**config.mk**
```make
export PLATFORM = sky130hd
export DESIGN_NAME = pc_sequencer
export DESIGN_NICKNAME = d
export VERILOG_FILES = /design/src/rtl/pcseq_pkg.sv /design/src/rtl/pcseq_targets.sv /design/src/rtl/pcseq_select.sv /design/src/rtl/pcseq_pcreg.sv /design/src/rtl/pc_sequencer.sv
export SDC_FILE = /design/constraint.sdc
export NUM_CORES = 1
export LEC_CHECK = 0
export ABC_AREA = 1
export BUFFER_PORTS_ARGS = -buffer_cell sky130_fd_sc_hd__buf_2
export CORE_MARGIN = 3
export CORE_UTILIZATION = 30
export DETAILED_ROUTE_END_ITERATION = 10
export PLACE_DENSITY = 0.58
export SYNTH_ARGS = -nofsm -noshare
export SYNTH_HDL_FRONTEND = slang
export SYNTH_SLANG_ARGS = --single-unit
```
**constraint.sdc**
```tcl
create_clock -name clk -period 5.9 [get_ports clk]
set_input_delay 1.18 -clock clk [delete_from_list [all_inputs] [get_ports clk]]
set_output_delay 1.18 -clock clk [all_outputs]
set_load 0.01 [all_outputs]
```
**src/rtl/pcseq_pkg.sv**
```systemverilog
package pcseq_pkg;
  parameter int PC_W = 32;
  parameter int BR_W = 16;
  parameter int JF_W = 26;
  localparam int SEXT_W = PC_W - BR_W - 2;
  localparam int SEG_W  = PC_W - JF_W - 2;

  typedef enum logic [2:0] {
    OP_SEQ  = 3'd0,
    OP_BR   = 3'd1,
    OP_JMP  = 3'd2,
    OP_JAL  = 3'd3,
    OP_JREG = 3'd4
  } pc_op_e;

  function automatic logic [PC_W-1:0] f_step(input logic [PC_W-1:0] a);
    return a + PC_W'(4);
  endfunction

  function automatic logic [PC_W-1:0] f_branch(input logic [PC_W-1:0] base,
                                               input logic [BR_W-1:0] imm);
    return base + {{SEXT_W{imm[BR_W-1]}}, imm, 2'b00};
  endfunction

  function automatic logic [PC_W-1:0] f_jump(input logic [PC_W-1:0] base,
                                             input logic [JF_W-1:0] fld);
    return {base[PC_W-1 -: SEG_W], fld, 2'b00};
  endfunction

  function automatic logic [PC_W-1:0] f_regjump(input logic [PC_W-1:0] r);
    return {r[PC_W-1:2], 2'b00};
  endfunction
endpackage

```
**src/rtl/pcseq_targets.sv**
```systemverilog
module pcseq_targets
  import pcseq_pkg::*;
(
  input  logic [PC_W-1:0] pc,
  input  logic [BR_W-1:0] br_imm,
  input  logic [JF_W-1:0] jmp_field,
  input  logic [PC_W-1:0] reg_op,
  output logic [PC_W-1:0] pc4,
  output logic [PC_W-1:0] br_tgt,
  output logic [PC_W-1:0] jmp_tgt,
  output logic [PC_W-1:0] jr_tgt,
  output logic            misaligned
);
  always_comb begin
    pc4        = f_step(pc);
    br_tgt     = f_branch(pc4, br_imm);
    jmp_tgt    = f_jump(pc4, jmp_field);
    jr_tgt     = f_regjump(reg_op);
    misaligned = |reg_op[1:0];
  end
endmodule

```
**src/rtl/pcseq_select.sv**
```systemverilog
module pcseq_select
  import pcseq_pkg::*;
(
  input  logic [2:0]      ctrl,
  input  logic            br_taken,
  input  logic [PC_W-1:0] pc4,
  input  logic [PC_W-1:0] br_tgt,
  input  logic [PC_W-1:0] jmp_tgt,
  input  logic [PC_W-1:0] jr_tgt,
  input  logic            misaligned,
  output logic [PC_W-1:0] nxt_pc,
  output logic            link_wr,
  output logic            align_err
);
  pc_op_e op;

  always_comb begin
    op        = pc_op_e'(ctrl);
    nxt_pc    = pc4;
    link_wr   = 1'b0;
    align_err = 1'b0;
    case (op)
      OP_BR:   if (br_taken) nxt_pc = br_tgt;
      OP_JMP:  nxt_pc = jmp_tgt;
      OP_JAL:  begin
        nxt_pc  = jmp_tgt;
        link_wr = 1'b1;
      end
      OP_JREG: begin
        nxt_pc    = jr_tgt;
        align_err = misaligned;
      end
      default: nxt_pc = pc4;
    endcase
  end
endmodule

```
**src/rtl/pcseq_pcreg.sv**
```systemverilog
module pcseq_pcreg
  import pcseq_pkg::*;
#(
  parameter logic [PC_W-1:0] RESET_VEC = '0
) (
  input  logic            clk,
  input  logic            rst,
  input  logic            en,
  input  logic [PC_W-1:0] d,
  output logic [PC_W-1:0] q
);
  always_ff @(posedge clk) begin
    if (rst)     q <= RESET_VEC;
    else if (en) q <= d;
  end
endmodule

```
**src/rtl/pc_sequencer.sv**
```systemverilog
module pc_sequencer
  import pcseq_pkg::*;
#(
  parameter logic [PC_W-1:0] RESET_VEC = '0
) (
  input  logic            clk,
  input  logic            rst,
  input  logic            en,
  input  logic [2:0]      ctrl,
  input  logic            br_taken,
  input  logic [BR_W-1:0] br_imm,
  input  logic [JF_W-1:0] jmp_field,
  input  logic [PC_W-1:0] reg_op,
  output logic [PC_W-1:0] pc,
  output logic [PC_W-1:0] link_addr,
  output logic            link_wr,
  output logic            align_err
);
  logic [PC_W-1:0] pc4, br_tgt, jmp_tgt, jr_tgt, nxt_pc;
  logic            misaligned;

  pcseq_targets u_tgt (
    .pc(pc), .br_imm(br_imm), .jmp_field(jmp_field), .reg_op(reg_op),
    .pc4(pc4), .br_tgt(br_tgt), .jmp_tgt(jmp_tgt), .jr_tgt(jr_tgt),
    .misaligned(misaligned)
  );

  pcseq_select u_sel (
    .ctrl(ctrl), .br_taken(br_taken), .pc4(pc4), .br_tgt(br_tgt),
    .jmp_tgt(jmp_tgt), .jr_tgt(jr_tgt), .misaligned(misaligned),
    .nxt_pc(nxt_pc), .link_wr(link_wr), .align_err(align_err)
  );

  pcseq_pcreg #(.RESET_VEC(RESET_VEC)) u_pc (
    .clk(clk), .rst(rst), .en(en), .d(nxt_pc), .q(pc)
  );

  assign link_addr = pc4;
endmodule

```
==> results.cfg <==
[floorplan]
row_count = 46
ios = 147
die_x_um = 136
die_area_um2 = 18400
core_area_um2 = 16200
die_h_um = 136
start_util = 0.311

[timing]
setup_viol = 0
max_freq_mhz = 296
whs_ns = 0.534
max_slew_margin = 0.322
fin_crit_ns = 3.38
timing_hold_violations_final = 0
grt_setup_unrepaired = false
timing.final.max_slew_violations = 0
fin_skew_ns = 0.00349
tightest_slew_ns = 1.02
setup_tns_ns = 0
fin_crit_sh = 0.572

[route]
drtAntennaViolNets = 0
drc = 0
drt_wl_total_um = 20500
drt_pass1_iterations = 5
via_count = 6277
drtIter0Drc = 494
wl_per_cell_um = 16.4
viasPerCell = 5.03

[status]
outcome = completed

[grt]
track_usage = 0.222
grt_max_degree = 38
grt_pass1_vias = 5982
grt-ovfl-total = 0
grt_busiest_layer = met2
use_met3 = 0.0405
met2_usage = 0.353
grt_pass1_wl_um = 31800
use_met1 = 0.304
grt_antenna_before_repair = 0

[synth]
avgSynthCellArea_um2 = 5.60
syn_area_um2 = 5040
yosysMostFrequentCell = nand2_1
ys_top_cells_by_count = nand2_1 (281), inv_1 (145), nor2_1 (81)
synth_edf_count = 0
ys_async_sr_fraction = 0
synth_top_area_share = 0.209
yosys-top-cells-area = nand2_1 (21%), dfxtp_1 (12%), inv_1 (11%), ha_1 (8.4%), nand3_1 (6.5%)
synth_cells = 899
synthFlopType = dfxtp_1
synth_warnings = 0
yosysSeqAreaShare = 0.119
netlist.top_cell.by_area = nand2_1
synthDistinctLibCells = 53
ys_ff_latch = 30

[cells_and_area]
reg.largest.list = u_pc.q x30
final_cell_area_um2 = 6040
regMostFlops = u_pc.q
drive_gt1_frac = 0.197
multi_input_area_um2 = 3740
antenna_cells = 0
largest_reg_flops = 30
area_growth_pct = 20.0
seq_area_um2 = 601
utilization = 0.374
fillers = 1866
finish.net_count = 1147

[clock_tree]
clock-sinks = 30
cts_root_buf = clkbuf_16
cts_tree = done
cts_buffers = 5
clock_path_buffers = 2
clk_pin_slew_ns = 0.05
cts_setup_buffers = 0
hold_buffers = 0
clkLatencyLatePin_ns = 0.28
post_cts_resized = 0
h-tree-depth = 2

[worst_setup_path]
crit_start = u_pc.q[2]
critPathKind = flop to flop
arrival_ns = 3.56
cp_max_fo = 5
r2r_cells = 21
r2r-start = u_pc.q[2]
worstPathRequired_ns = 6.08
crit_path_start_kind = flop
crit_path_end_kind = flop

[job]
drv_cap = 0

[pwr]
p_clk_frac = 0.266
ir_worst_vdd_uv = 92.3
leakagePower_nw = 3.34
internal_power_w = 0.000526
pwr-share-comb = 0.472
p_sw_frac = 0.437
p_sw_w = 0.000408
p_per_area_nw_per_um2 = 155
p_seq_frac = 0.262

[hold_path]
hold_path_depth = 2
hold_class = flop to flop
hp-start = u_pc.q[11]

[placement]
io_buffers = 142
place_area_um2 = 5910
gp_congestion = 0.951
hpwl_um = 17200
==> power by group through the flow <==
stage	Sequential, W	Clock (W)	Combinational, W
after floorplan	0.000248	0	0.000280
after global placement	0.000248	0	0.000436
after detailed placement	0.000249	0	0.000436
after CTS	0.000245	0.000251	0.000439
after global routing	0.000248	0.000263	0.000496
final	0.000245	0.000248	0.000441
==> cell type report <==
cell class                 instances  area share
sequential                        30      0.0994
inverter                         155      0.0963
clock inverter                     2     0.00166
multi-input combinational        696       0.618
tap                              216      0.0447
clock buffer                       5      0.0207
timing repair buffer             143       0.119
==> through the flow <==
stage | setup slack (ns) | cells | power [W]
final | 2.52 | 1247 | 0.000934
after global routing | 2.18 | 1247 | 0.00101
after detailed placement | 2.55 | 1240 | 0.000685
after floorplan | 3.08 | 902 | 0.000529
after CTS | 2.53 | 1247 | 0.000934
after global placement | 2.58 | 1240 | 0.000684
==> cell families after synthesis <==
| group | count (synthesis) | share of synthesized area |
|---|---|---|
| AOI/OAI and AO/OA | 135 | 0.167 |
| and+or+nand+nor | 504 | 0.449 |
| buffers and inverters | 176 | 0.141 |
| xor gates and xnor gates | 18 | 0.0343 |
| other | 1 | 0.000744 |
| DFF | 30 | 0.119 |
| adders and majority gates | 35 | 0.0884 |
==> per-layer routing <==
metal	part of all wire	routed length (µm)	vias up
met4	0.031	626	0
met2	0.43	8840	282
met1	0.46	9430	2804
li1	-	-	3155
met5	0	0	-
met3	0.078	1590	36
==> worst max-delay path, cell delays in order, from the launching register on <==
cell	delay (ns)
dfxtp_1	0.41
ha_1	0.28
nand2_1	0.12
nor2_4	0.16
nand2_2	0.11
nor2_4	0.11
xor2_1	0.34
inv_1	0.12
ha_1	0.37
nand2_1	0.11
inv_1	0.06
nand2_1	0.06
nand2_1	0.07
inv_1	0.06
nand2_1	0.07
inv_1	0.05
nand2_1	0.12
or2_0	0.23
a31oi_1	0.20
nand3_1	0.10
nand2_1	0.09
inv_1	0.03
==> path summary, 6_finish.rpt <==
kind	to	slack [ns]
max	u_pc.q[15]	2.52
min	u_pc.q[11]	0.53
min reg2reg	u_pc.q[11]	0.53
max reg2reg	u_pc.q[15]	2.52
==> placed cells by master, fill, tap and decap left out, types with 3 or more instances in the layout <==
cell	count
a21oi_1	53
a21oi_2	4
a221oi_1	10
a22o_1	7
a41oi_1	4
buf_2	142
clkbuf_16	5
conb_1	4
dfxtp_1	30
ha_1	34
inv_1	145
inv_2	10
nand2_1	281
nand2_2	10
nand3_1	65
nand3_2	5
nand3b_1	8
nand4_1	17
nor2_1	81
nor2_2	3
nor2_4	7
nor3_1	10
nor3_2	3
nor3_4	3
o211ai_1	7
o21ai_0	24
o21ai_1	7
o21bai_1	8
or2_2	3
xnor2_1	3
xor2_1	13
No activity file was read; power rests on OpenSTA's default activity.
